**src/rtl/intc_pkg.sv**
```systemverilog
package intc_pkg;

    localparam int unsigned ADDR_W = 3;

    typedef enum logic [ADDR_W-1:0] {
        REG_CAUSE     = 3'd0,
        REG_CAUSE_SET = 3'd1,
        REG_EN_SET    = 3'd2,
        REG_EN_CLR    = 3'd3,
        REG_AUTO_DIS  = 3'd4,
        REG_CONTROL   = 3'd5
    } reg_sel_e;

    typedef enum logic {
        IRQ_QUIET  = 1'b0,
        IRQ_RAISED = 1'b1
    } irq_state_e;

endpackage

```
**src/rtl/intc_cause_bank.sv**
```systemverilog
module intc_cause_bank #(
    parameter int unsigned NUM_SRC = 8
) (
    input  logic               clk,
    input  logic               rst_n,
    input  logic [NUM_SRC-1:0] hw_evt,
    input  logic               clr_all,
    input  logic [NUM_SRC-1:0] clr_bits,
    input  logic [NUM_SRC-1:0] set_bits,
    output logic [NUM_SRC-1:0] cause_q
);

    logic [NUM_SRC-1:0] clr_vec;
    logic [NUM_SRC-1:0] cause_d;

    always_comb begin
        clr_vec = clr_all ? {NUM_SRC{1'b1}} : clr_bits;
    end

    // Each bit is built alone: a hardware event and a software set both
    // override a clear.
    for (genvar i = 0; i < NUM_SRC; i++) begin : g_bit
        always_comb begin
            cause_d[i] = (cause_q[i] & ~clr_vec[i]) | set_bits[i] | hw_evt[i];
        end
    end

    always_ff @(posedge clk or negedge rst_n) begin
        if (!rst_n) begin
            cause_q <= '0;
        end else begin
            cause_q <= cause_d;
        end
    end

    // an event that arrives is present after the edge, whatever the clear
    a_r2_event_sticks: assert property (@(posedge clk) disable iff (!rst_n)
        (|hw_evt) |=> ((cause_q & $past(hw_evt)) == $past(hw_evt)));

    // a clearing read leaves only the same-cycle events
    a_r6_read_clears: assert property (@(posedge clk) disable iff (!rst_n)
        (clr_all && set_bits == '0) |=> (cause_q == $past(hw_evt)));

endmodule

```
**src/rtl/intc_mask_bank.sv**
```systemverilog
module intc_mask_bank #(
    parameter int unsigned NUM_SRC = 8
) (
    input  logic               clk,
    input  logic               rst_n,
    input  logic [NUM_SRC-1:0] set_bits,
    input  logic [NUM_SRC-1:0] clr_bits,
    output logic [NUM_SRC-1:0] mask_q
);

    logic [NUM_SRC-1:0] mask_d;

    for (genvar i = 0; i < NUM_SRC; i++) begin : g_bit
        always_comb begin
            if (clr_bits[i]) begin
                mask_d[i] = 1'b0;
            end else if (set_bits[i]) begin
                mask_d[i] = 1'b1;
            end else begin
                mask_d[i] = mask_q[i];
            end
        end
    end

    always_ff @(posedge clk or negedge rst_n) begin
        if (!rst_n) begin
            mask_q <= '0;
        end else begin
            mask_q <= mask_d;
        end
    end

    // a clear wins over a set on the same bit
    a_r11_clear_wins: assert property (@(posedge clk) disable iff (!rst_n)
        (|clr_bits) |=> ((mask_q & $past(clr_bits)) == '0));

    // a set without any clear turns the bits on
    a_r4_set_enables: assert property (@(posedge clk) disable iff (!rst_n)
        ((|set_bits) && clr_bits == '0) |=> ((mask_q & $past(set_bits)) == $past(set_bits)));

    // with no set or clear the mask holds
    a_r5_mask_holds: assert property (@(posedge clk) disable iff (!rst_n)
        (set_bits == '0 && clr_bits == '0) |=> $stable(mask_q));

endmodule

```
**src/rtl/intc_irq_fsm.sv**
```systemverilog
module intc_irq_fsm #(
    parameter int unsigned NUM_SRC = 8
) (
    input  logic               clk,
    input  logic               rst_n,
    input  logic [NUM_SRC-1:0] cause_q,
    input  logic [NUM_SRC-1:0] mask_q,
    output logic               irq
);

    import intc_pkg::*;

    irq_state_e state_q;
    irq_state_e state_d;
    logic       pending;

    always_comb begin
        pending = |(cause_q & mask_q);
    end

    always_comb begin
        state_d = state_q;
        unique case (state_q)
            IRQ_QUIET:  if (pending)  state_d = IRQ_RAISED;  // RAISE
            IRQ_RAISED: if (!pending) state_d = IRQ_QUIET;   // DROP
            default:    state_d = IRQ_QUIET;
        endcase
    end

    always_ff @(posedge clk or negedge rst_n) begin
        if (!rst_n) begin
            state_q <= IRQ_QUIET;
        end else begin
            state_q <= state_d;
        end
    end

    always_comb begin
        unique case (state_q)
            IRQ_RAISED: irq = 1'b1;
            default:    irq = 1'b0;
        endcase
    end

    // the request follows the pending condition one cycle later
    a_r12_raise: assert property (@(posedge clk) disable iff (!rst_n)
        pending |=> irq);

    a_r12_drop: assert property (@(posedge clk) disable iff (!rst_n)
        !pending |=> !irq);

endmodule

```
**src/rtl/intc_ctrl.sv**
```systemverilog
module intc_ctrl #(
    parameter int unsigned NUM_SRC = 8
) (
    input  logic                             clk,
    input  logic                             rst_n,
    input  logic [NUM_SRC-1:0]               hw_evt,
    input  logic                             wr_en,
    input  logic [intc_pkg::ADDR_W-1:0]      wr_addr,
    input  logic [NUM_SRC-1:0]               wr_data,
    input  logic                             rd_en,
    input  logic [intc_pkg::ADDR_W-1:0]      rd_addr,
    output logic [NUM_SRC:0]                 rd_data,
    output logic                             irq
);

    import intc_pkg::*;

    localparam int unsigned SUM_BIT = NUM_SRC;

    logic [NUM_SRC-1:0] cause_q;
    logic [NUM_SRC-1:0] mask_q;
    logic [NUM_SRC-1:0] auto_dis_q;
    logic               ctl_always_q;

    logic               cause_rd;
    logic               cause_wr;
    logic               cause_acc;
    logic               auto_fire;
    logic [NUM_SRC-1:0] cause_clr;
    logic [NUM_SRC-1:0] cause_set;
    logic [NUM_SRC-1:0] en_set;
    logic [NUM_SRC-1:0] en_clr;
    logic [NUM_SRC:0]   rd_next;

    // register port decode
    always_comb begin
        cause_rd  = rd_en && (rd_addr == REG_CAUSE);
        cause_wr  = wr_en && (wr_addr == REG_CAUSE);
        cause_acc = cause_rd || cause_wr;
        auto_fire = cause_acc && (ctl_always_q || ((|mask_q) && irq));
        cause_clr = cause_wr ? wr_data : '0;
        cause_set = (wr_en && wr_addr == REG_CAUSE_SET) ? wr_data : '0;
        en_set    = (wr_en && wr_addr == REG_EN_SET) ? wr_data : '0;
        en_clr    = ((wr_en && wr_addr == REG_EN_CLR) ? wr_data : '0)
                  | (auto_fire ? auto_dis_q : '0);
    end

    intc_cause_bank #(.NUM_SRC(NUM_SRC)) u_cause (
        .clk      (clk),
        .rst_n    (rst_n),
        .hw_evt   (hw_evt),
        .clr_all  (cause_rd),
        .clr_bits (cause_clr),
        .set_bits (cause_set),
        .cause_q  (cause_q)
    );

    intc_mask_bank #(.NUM_SRC(NUM_SRC)) u_mask (
        .clk      (clk),
        .rst_n    (rst_n),
        .set_bits (en_set),
        .clr_bits (en_clr),
        .mask_q   (mask_q)
    );

    intc_irq_fsm #(.NUM_SRC(NUM_SRC)) u_fsm (
        .clk     (clk),
        .rst_n   (rst_n),
        .cause_q (cause_q),
        .mask_q  (mask_q),
        .irq     (irq)
    );

    // auto-disable pattern and control bit
    always_ff @(posedge clk or negedge rst_n) begin
        if (!rst_n) begin
            auto_dis_q   <= '0;
            ctl_always_q <= 1'b0;
        end else if (wr_en) begin
            if (wr_addr == REG_AUTO_DIS) begin
                auto_dis_q <= wr_data;
            end
            if (wr_addr == REG_CONTROL) begin
                ctl_always_q <= wr_data[0];
            end
        end
    end

    // read selection, values before this edge's updates
    always_comb begin
        rd_next = '0;
        case (rd_addr)
            REG_CAUSE: begin
                rd_next[NUM_SRC-1:0] = cause_q;
                rd_next[SUM_BIT]     = irq;
            end
            REG_EN_SET:   rd_next[NUM_SRC-1:0] = mask_q;
            REG_AUTO_DIS: rd_next[NUM_SRC-1:0] = auto_dis_q;
            REG_CONTROL:  rd_next[0]           = ctl_always_q;
            default:      rd_next = '0;
        endcase
    end

    always_ff @(posedge clk or negedge rst_n) begin
        if (!rst_n) begin
            rd_data <= '0;
        end else if (rd_en) begin
            rd_data <= rd_next;
        end
    end

    // in qualified mode, with no live interrupt or an empty mask, a cause access leaves the mask alone
    a_r9_qualified_hold: assert property (@(posedge clk) disable iff (!rst_n)
        (cause_acc && !ctl_always_q && (!irq || mask_q == '0)
         && !(wr_en && (wr_addr == REG_EN_SET || wr_addr == REG_EN_CLR)))
        |=> $stable(mask_q));

    // in always mode a cause access removes the pattern from the mask
    a_r8_auto_applies: assert property (@(posedge clk) disable iff (!rst_n)
        (cause_acc && ctl_always_q) |=> ((mask_q & $past(auto_dis_q)) == '0));

    // the summary bit of a cause read matches the request level at the read
    a_r6_summary: assert property (@(posedge clk) disable iff (!rst_n)
        cause_rd |=> (rd_data[SUM_BIT] == $past(irq)));

endmodule

```
**config.mk**
```make
export PLATFORM = sky130hd
export DESIGN_NAME = intc_ctrl
export DESIGN_NICKNAME = d
export VERILOG_FILES = /design/src/rtl/intc_pkg.sv /design/src/rtl/intc_cause_bank.sv /design/src/rtl/intc_mask_bank.sv /design/src/rtl/intc_irq_fsm.sv /design/src/rtl/intc_ctrl.sv
export SDC_FILE = /design/constraint.sdc
export NUM_CORES = 1
export LEC_CHECK = 0
export ABC_AREA = 1
export BUFFER_PORTS_ARGS = -buffer_cell sky130_fd_sc_hd__buf_2
export CELL_PAD_IN_SITES_DETAIL_PLACEMENT = 1
export CELL_PAD_IN_SITES_GLOBAL_PLACEMENT = 1
export CORE_MARGIN = 10
export CORE_UTILIZATION = 30
export CTS_CLUSTER_DIAMETER = 40
export DETAILED_ROUTE_END_ITERATION = 7
export GPL_ROUTABILITY_DRIVEN = 0
export PLACE_DENSITY = 0.66
export RECOVER_POWER = 25
export SLEW_MARGIN = 20
export SYNTH_ARGS = -nofsm -noshare
export SYNTH_HDL_FRONTEND = slang
export SYNTH_SLANG_ARGS = --single-unit
```
**constraint.sdc**
```tcl
create_clock -name clk -period 3.3 [get_ports clk]
set_clock_uncertainty 0.2 [all_clocks]
set_input_delay 0.495 -clock clk [delete_from_list [all_inputs] [get_ports clk]]
set_output_delay 0.495 -clock clk [all_outputs]
set_load 0.01 [all_outputs]
```
==> impl_metrics.tcl <==
set metrics [dict create \
    layout_setup_ws_ns 1.22 \
    cts_tree "yes" \
    path_cells "clkbuf_1" \
    routed_wl_um 5510 \
    cellPowerDensity_nw_per_um2 498 \
    cts_sinks 35 \
    post_cts_resized 0 \
    drt_pre_antenna_iters 4 \
    core-area_um2 5920 \
    async_flop_share 1.00 \
    cp-end-kind "async pin" \
    grt_pass1_vias 1946 \
    cp_max_fo 35 \
    finalCritPeriodShare 0.629 \
    min_path_type "in -> reg" \
    vias 1725 \
    vdd_drop_max_mv 0.189 \
    fin_worst_hold_slack_ns 0.192 \
    slew_headroom -0.300 \
    leakage_nw 1.11 \
    p_int_uw 727 \
    ys_top_cells_by_area "dfrtp_1 (48%), nand2_1 (20%), inv_1 (6.4%), o21ai_0 (4.9%), nand3_1 (4.7%)" \
    drv_cap 1 \
    start_util 0.308 \
    fp.dieH_um 98.0 \
    cp.buffers_inverters 1 \
    swShare 0.326 \
    placement.cell_area_um2 2090 \
    grt_usage 0.117 \
    synthesis.area_um2 1830 \
    finalSetupTns_ns 0 \
    cts-root-buf "clkbuf_8" \
    die_area_um2 9600 \
    postRouteAntennaNets 0 \
    insertion_delay_ns 0.29 \
    period_needed_ns 2.08 \
    avgViaCountPerCell 4.81 \
    fmax_ghz 0.482 \
    switchingPower_uw 352 \
    comb_power_share 0.189 \
    ys_types 17 \
    synth_area_leader_cell "dfrtp_1" \
    crit_required_ns 3.11 \
    grt_pass1_wl_um 9520 \
    yosysTopAreaCellShare 0.480 \
    synthCells 243 \
    tightest_slew_ns 1.95 \
    wl_per_cell_um 15.4 \
    critPathKind "in -> async" \
    placementRows 28 \
    outcome "complete, but fails checks" \
    portBuffers 35 \
    stdcell_area_um2 2160 \
    synth_common_cells "nand2_1 (98), dfrtp_1 (35), inv_1 (31), o21ai_0 (18), nand3_1 (17)" \
    grt_start_max_net_pins 36 \
    synth_edf_count 0 \
    setup_viol 0 \
    grt_overflow 0 \
    die_w_um 98.0 \
    rsz0062_at_grt "false" \
    drt-initial-drc-count 67 \
    drive_gt1_frac 0.162 \
    avgSynthCellArea_um2 7.51 \
    path_clk_slew_ns 0.08 \
    diodes 0 \
    post-cts-setup-buffers 0 \
    clock_power_share 0.284 \
    max_stage_delay_ns 1.37 \
    hpwl_um 4180 \
    drcViolationCount 0 \
    ctsHoldBuffers 0 \
    violations "max-capacitance violations, max-slew violations" \
    n_fill_cell 769 \
    yosysMostFrequentCell "nand2_1" \
    cts_max_level 2 \
    drv_slew 36 \
    yosysSeqAreaShare 0.480 \
    crit_family "buffers and inverters" \
    pre_cts_slack_ns 1.28 \
    area_growth_pct 18.6 \
    total_power_mw 1.08 \
    grt_antenna_before_repair 0 \
    startpoint_type "input pin" \
    fin_nets 309 \
    ys_ff_latch 35 \
    arrival_ns 1.89 \
    cts_made_buffers 5 \
    yosysWarnings 0 \
    critical_path.slowest_cell "clkbuf_1" \
    synth_nets 269 \
    pwr-share-seq 0.526 \
    ff2ff_setup_slack_ns 1.79 \
    cts.path.max_buffers 2 \
    synth_ff_type "dfrtp_1" \
    hold_viol 0 \
    num_io_pins 36 \
]
==> layer usage <==
layer | vias up | part of all wire | track usage
met4 | 0 | 0.014 | 0.0425
met1 | 834 | 0.48 | 0.149
met3 | 5 | 0.047 | 0.0254
li1 | 855 | - | -
met5 | - | 0 | 0
met2 | 31 | 0.46 | 0.191
==> final timing paths <==
path / start / to / depth (start not counted)
setup / recovery: rst_n / u_mask.mask_q[1] / 1
hold / removal: hw_evt[7] / u_cause.cause_q[7] / 2
setup reg to reg: u_mask.mask_q[0] / u_mask.mask_q[2] / 7
hold reg to reg: rd_data[1] / rd_data[1] / 2
max in group clk: rd_addr[0] / u_mask.mask_q[2] / 7
min in group asynchronous: rst_n / u_cause.cause_q[7] / 1
==> through the flow <==
stage	utilization	instances
final	0.366	359
after floorplan	-	243
after global placement	0.352	351
after detailed placement	0.352	351
after CTS	0.366	359
after global routing	0.366	359
==> cells in the final DEF (no fill, tap or decap), drive strengths merged <==
master	netlist	final
a221oi	2	2
buf	1	33
clkbuf	1	9
clkinv	1	2
dfrtp	35	35
inv	31	31
nand2	101	101
nand3	17	17
nand3b	8	8
nand4	2	2
nor2	14	14
nor3	4	4
o211ai	8	8
o21ai	18	18
==> cell type report <==
class	instances	area, µm²	share of cell area
clock buffers	7	76.3	0.0353
clock inverters	1	5.00	0.00231
repair buffers	35	173	0.0798
multi-input cells	174	821	0.379
flip-flops and latches	35	876	0.405
inverters	32	120	0.0555
well taps	75	93.8	0.0434
==> sequential cells by signal, indices dropped and copies added (netlist names) <==
name             flops
u_cause.cause_q      8
u_mask.mask_q        8
auto_dis_q           8
u_fsm.state_q        1
rd_data              9
ctl_always_q         1
==> cells by family after synthesis <==
group / Yosys count / synth area share
compound gates: 28 / 0.0918
buf+inv: 34 / 0.0706
flops: 35 / 0.480
simple gates: 146 / 0.358
==> power by group through the flow <==
stage / clock network, mW / registers (mW) / logic (mW)
floorplan: 0 / 0.553 / 0.130
global placement: 0 / 0.575 / 0.202
detailed placement: 0 / 0.575 / 0.210
CTS: 0.317 / 0.568 / 0.211
global route: 0.335 / 0.579 / 0.244
finish: 0.307 / 0.568 / 0.204
(Power assumes the default switching activity.)
